<file path="config.mk">
export PLATFORM = sky130hd
export DESIGN_NAME = mag_cmp_shared
export DESIGN_NICKNAME = d
export VERILOG_FILES = /design/src/rtl/cmp_pkg.sv /design/src/rtl/mag_cmp_lowtree.sv /design/src/rtl/mag_cmp_signsel.sv /design/src/rtl/mag_cmp_shared.sv
export SDC_FILE = /design/constraint.sdc
export NUM_CORES = 1
export LEC_CHECK = 0
export BUFFER_PORTS_ARGS = -buffer_cell sky130_fd_sc_hd__buf_4
export CORE_AREA = 8 8 45 47
export DETAILED_ROUTE_END_ITERATION = 8
export DIE_AREA = 0 0 53 55
export MAX_ROUTING_LAYER = met4
export PLACE_DENSITY_LB_ADDON = 0.25
export SLEW_MARGIN = 5
export SYNTH_ARGS = -nofsm -noshare
export SYNTH_HDL_FRONTEND = slang
export SYNTH_HIERARCHICAL = 1
export SYNTH_SLANG_ARGS = --single-unit
</file>
<file path="constraint.sdc">
create_clock -name vclk -period 2.85
set_clock_uncertainty 0.2 [all_clocks]
set_input_delay 0.285 -clock vclk [all_inputs]
set_output_delay 0.285 -clock vclk [all_outputs]
set_load 0.01 [all_outputs]
</file>
<file path="src/rtl/cmp_pkg.sv">
package cmp_pkg;

    typedef struct packed {
        logic gt;
        logic eq;
        logic lt;
    } cmp_res_t;

endpackage

</file>
<file path="src/rtl/mag_cmp_lowtree.sv">
// Unsigned ordering of LW bits, built as a balanced tree of merge cells.
module mag_cmp_lowtree #(
    parameter int LW = 3
) (
    input  logic [LW-1:0] x,
    input  logic [LW-1:0] y,
    output logic          x_gt,
    output logic          x_eq
);
    localparam int LEVELS = (LW > 1) ? $clog2(LW) : 0;
    localparam int LEAVES = 1 << LEVELS;

    genvar lv;
    generate
        for (lv = 0; lv <= LEVELS; lv++) begin : g_lvl
            localparam int CNT = LEAVES >> lv;
            logic [CNT-1:0] gt_v;
            logic [CNT-1:0] eq_v;
            if (lv == 0) begin : g_leaf
                for (genvar i = 0; i < CNT; i++) begin : g_bit
                    if (i < LW) begin : g_real
                        assign gt_v[i] = x[i] & ~y[i];
                        assign eq_v[i] = ~(x[i] ^ y[i]);
                    end else begin : g_pad
                        // padding positions compare as equal zeros
                        assign gt_v[i] = 1'b0;
                        assign eq_v[i] = 1'b1;
                    end
                end
            end else begin : g_merge
                for (genvar j = 0; j < CNT; j++) begin : g_node
                    // child 2j+1 is the more significant half
                    assign gt_v[j] = g_lvl[lv-1].gt_v[2*j+1]
                                   | (g_lvl[lv-1].eq_v[2*j+1] & g_lvl[lv-1].gt_v[2*j]);
                    assign eq_v[j] = g_lvl[lv-1].eq_v[2*j+1] & g_lvl[lv-1].eq_v[2*j];
                end
            end
        end
    endgenerate

    assign x_gt = g_lvl[LEVELS].gt_v[0];
    assign x_eq = g_lvl[LEVELS].eq_v[0];

endmodule

</file>
<file path="src/rtl/mag_cmp_signsel.sv">
// Resolves the top bit according to mode, else forwards the low-bit result.
module mag_cmp_signsel
    import cmp_pkg::*;
(
    input  logic     a_top,
    input  logic     b_top,
    input  logic     is_signed,
    input  logic     low_gt,
    input  logic     low_eq,
    output cmp_res_t res
);
    logic a_wins;

    always_comb begin
        // unsigned: top bit 1 wins; signed: top bit 0 wins
        a_wins = a_top ^ is_signed;
        if (a_top != b_top) begin
            res.gt = a_wins;
            res.eq = 1'b0;
            res.lt = ~a_wins;
        end else begin
            res.gt = low_gt;
            res.eq = low_eq;
            res.lt = ~low_gt & ~low_eq;
        end
    end

endmodule

</file>
<file path="src/rtl/mag_cmp_shared.sv">
module mag_cmp_shared
    import cmp_pkg::*;
#(
    parameter int WIDTH = 4
) (
    input  logic [WIDTH-1:0] a,
    input  logic [WIDTH-1:0] b,
    input  logic             is_signed,
    output logic             gt,
    output logic             eq,
    output logic             lt
);
    localparam int LOW_W = WIDTH - 1;
    localparam int TOP   = WIDTH - 1;

    logic     low_gt;
    logic     low_eq;
    cmp_res_t res;

    mag_cmp_lowtree #(.LW(LOW_W)) u_low (
        .x    (a[LOW_W-1:0]),
        .y    (b[LOW_W-1:0]),
        .x_gt (low_gt),
        .x_eq (low_eq)
    );

    mag_cmp_signsel u_sel (
        .a_top     (a[TOP]),
        .b_top     (b[TOP]),
        .is_signed (is_signed),
        .low_gt    (low_gt),
        .low_eq    (low_eq),
        .res       (res)
    );

    assign gt = res.gt;
    assign eq = res.eq;
    assign lt = res.lt;

endmodule

</file>
Word level (Yosys, flattened, before mapping) --
Cells that the tools add are included.
Storage, ports and cells: memory bits (read-only) 0, bits in registers 0, logic and storage cells 25, memories kept 0, latch bits 0, RAM bits 0
Cells by class: $add $sub $neg 0, bitwise logic cells 23, reduce and logical (&&, ||, !) cells 0, multipliers 0, mux-type cells 1, shifts and indexed selects 0, equality and inequality tests 1, divide/modulo/power cells 0, order comparisons 0
Operator list (number):
- NOT 1 bit | 9
- AND 1 bit | 8
- XOR 1 bit | 4
- two-way mux 3 bit | 1
- OR 1 bit | 2
- inequality test 1 bit | 1

Logic depth before layout (Yosys ltp) --
depth after elaboration 9, gate-level depth with buffers 7

Cells and area by module --
Netlist, hierarchy kept.
Modules (own cells, without submodules):
- mag_cmp_signsel | times used 1, cells each 11, area each 76.3 µm², sequential area each 0.0 µm²
- mag_cmp_lowtree | times used 1, cells each 10, area each 68.8 µm², sequential area each 0.0 µm²

Worst setup path before layout --
OpenSTA, ideal clock, no wires.
path type input -> output, from in b[2], to out gt, path buffers 0, cell stages on the path 7, data arrival time 1.246 ns, path slack 1.119 ns, cell sequence inv_1 > ha_1 > a21oi_1 > nand2_1 > mux2_1 > nand2_1 > o21ai_2
Between the ends: longest elaborated chain between the ends 5, elaborated cells on any way between the ends 7, those cells by class 1 x mux; 6 x bitwise
Ends and longest elaborated chain:
- start: declaration | line mag_cmp_shared.sv:7 | input logic [WIDTH-1:0] b,
- XOR 1 bit | line mag_cmp_lowtree.sv:23 | assign eq_v[i] = ~(x[i] ^ y[i]);
- NOT 1 bit | line mag_cmp_lowtree.sv:23
- AND 1 bit | line mag_cmp_lowtree.sv:34 | | (g_lvl[lv-1].eq_v[2*j+1] & g_lvl[lv-1].gt_v[2*j]);
- OR 1 bit * | line mag_cmp_lowtree.sv:34
- named net low_gt | line mag_cmp_shared.sv:16 | logic low_gt;
- two-way mux 3 bit * | line mag_cmp_signsel.sv:17 | if (a_top != b_top) begin
- end: declaration | line mag_cmp_shared.sv:9 | output logic gt,
The timed path passes the listed nets; every way through them passes the cells marked *.

Worst setup path in the final report --
Same ends and word-level chain as after synthesis.

==> flow_metrics.tcl <==
set metrics [dict create \
    cts_hold_buf 0 \
    slew-limit-headroom_pct 85.7 \
    rsz0062_at_grt "no" \
    ys_warn_count 6 \
    cts_setup_buffers 0 \
    grt_pass1_vias 173 \
    areaGrowthSynthToFinish_pct 75.9 \
    cts_resized 0 \
    drt-total-wl_um 430 \
    nets 47 \
    antenna_left 0 \
    nFlopsAndLatches 0 \
    ioPinCount 12 \
    worstSetupPathType "input pin to primary output" \
    drive_gt1_share_pct 39.4 \
    ir_drop_mv 0.0363 \
    firstDrtPassIters 4 \
    regArea_um2 0 \
    yosysUniqueCellTypes 14 \
    syn_nets 33 \
    seq_area_frac_synth_pct 0 \
    worst_pin_slew_ns 0.213 \
    place_area_um2 255 \
    vias 187 \
    status "completed" \
    cp_data_arrival_time_ns 1.52 \
    post-place-cells 49 \
    placementRows 14 \
    core_area_um2 1380 \
    grt_max_degree 8 \
    hold_path_end "gt" \
    grt_overflow 0 \
    worstHoldStart "b[3]" \
    critPathRequiredTime_ns 2.37 \
    hold_viol 0 \
    leakagePower_nw 0.136 \
    die-height_um 55 \
    vias_per_cell 3.82 \
    start_kind "input pin" \
    worstPathMaxFanout 4 \
    holdWs_ns 0.674 \
    netlist_area_um2 145 \
    grt_pass1_wl_um 676 \
    powerDensity_nw_per_um2 157 \
    fillers 163 \
    final_util_pct 18.4 \
    antenna-diode-count 0 \
    antenna_found_initial 0 \
    nClkBuffers 0 \
    fin_cells 49 \
    gp_congestion 0.599 \
    avgSynthCellArea_um2 6.91 \
    grtUsageTotal_pct 2.86 \
    drv_slew 0 \
    die_area_um2 2920 \
    io_buffers 12 \
    floorplan.die.width_um 53 \
    synth_top_area_cell "ha_1" \
    dp_hpwl_um 387 \
    hold_class "input pin to primary output" \
    synth_cells 21 \
    min_path_cells 3 \
    maxCapViolCount 0 \
    setup_violations 0 \
    max_freq_mhz 499 \
    post_drt_wl_per_cell_um 8.78 \
    synth_top_area_share_pct 25.9 \
    setup_tns_ns 0 \
    start_util_pct 10.5 \
    drc_errors 0 \
    synth_area_leaders "ha_1 26%, inv_1 7.8%, mux2_1 7.8%" \
    drt_iter0_markers 3 \
    period_share_pct 70.3 \
    end_kind "primary output" \
    fin_crit_ns 2.00 \
    ys_top_cells_by_count "3 x ha_1, 3 x inv_1, 3 x nand2_1, 2 x o21ai_0" \
    fin_area_um2 255 \
]
-- critical path, cell delays in order --
cell	delay [ns]
buf_4	0.07
inv_1	0.03
ha_1	0.31
a21oi_1	0.14
nand2_1	0.12
mux2_1	0.30
nand2_1	0.08
o21ai_2	0.05
buf_4	0.14
-- power by group --
group | leakage, nW | switching, mW | total, mW | internal (mW)
clock | 0 | 0 | 0 | 0
sequential | 0 | 0 | 0 | 0
combinational | 0.136 | 0.0173 | 0.0401 | 0.0228
total | 0.136 | 0.0173 | 0.0401 | 0.0228
-- metal layers --
| metal | up-vias | track usage, % | part of all wire, % |
|---|---|---|---|
| met4 | 0 | 0 | 0 |
| li1 | 99 | - | - |
| met5 | - | - | 0 |
| met3 | 0 | 0.535 | 7.9 |
| met1 | 80 | 4.22 | 51 |
| met2 | 8 | 4.10 | 41 |
-- worst max-delay path by stage --
stage,start,end,cells after the start
2_1_floorplan,b[2],gt,7
3_3_place_gp,b[2],gt,9
3_5_place_dp,b[2],gt,9
4_1_cts,b[2],gt,9
5_1_grt,b[2],gt,9
6_report,b[2],gt,9
-- kinds of logic after synthesis --
group | after synthesis | synth area share, %
mux | 1 | 7.76
fa+ha+maj | 3 | 25.9
xor+xnor | 1 | 6.04
buf+inv | 3 | 7.76
compound gates | 6 | 27.6
simple gates | 7 | 25.0
-- cells in the final DEF, fill, tap and decap left out, drive strengths merged --
cell   netlist  routed
buf          0      12
and2         1       1
o21ai        3       3
and3         1       1
xnor2        1       1
o31ai        1       1
a21oi        1       1
nor3b        1       1
o22a         1       1
inv          3       3
mux2         1       1
nand3        1       1
nand2        3       3
ha           3       3
-- stage by stage --
| step | setup WS, ns | power [mW] |
|---|---|---|
| after floorplan | 1.12 | 0.0198 |
| after global placement | 0.835 | 0.0409 |
| after detailed placement | 0.839 | 0.0406 |
| after CTS | 0.831 | 0.0408 |
| after global routing | 0.727 | 0.0449 |
| final | 0.847 | 0.0401 |
-- area by class of cell --
cell class / instances / area (um^2) / share of cell area [%]
Timing Repair Buffer: 12 / 90.1 / 35.3
Inverter: 3 / 11.3 / 4.41
Multi-Input combinational cell: 18 / 134 / 52.5
Tap cell: 16 / 20.0 / 7.84
(Power assumes the default switching activity.)
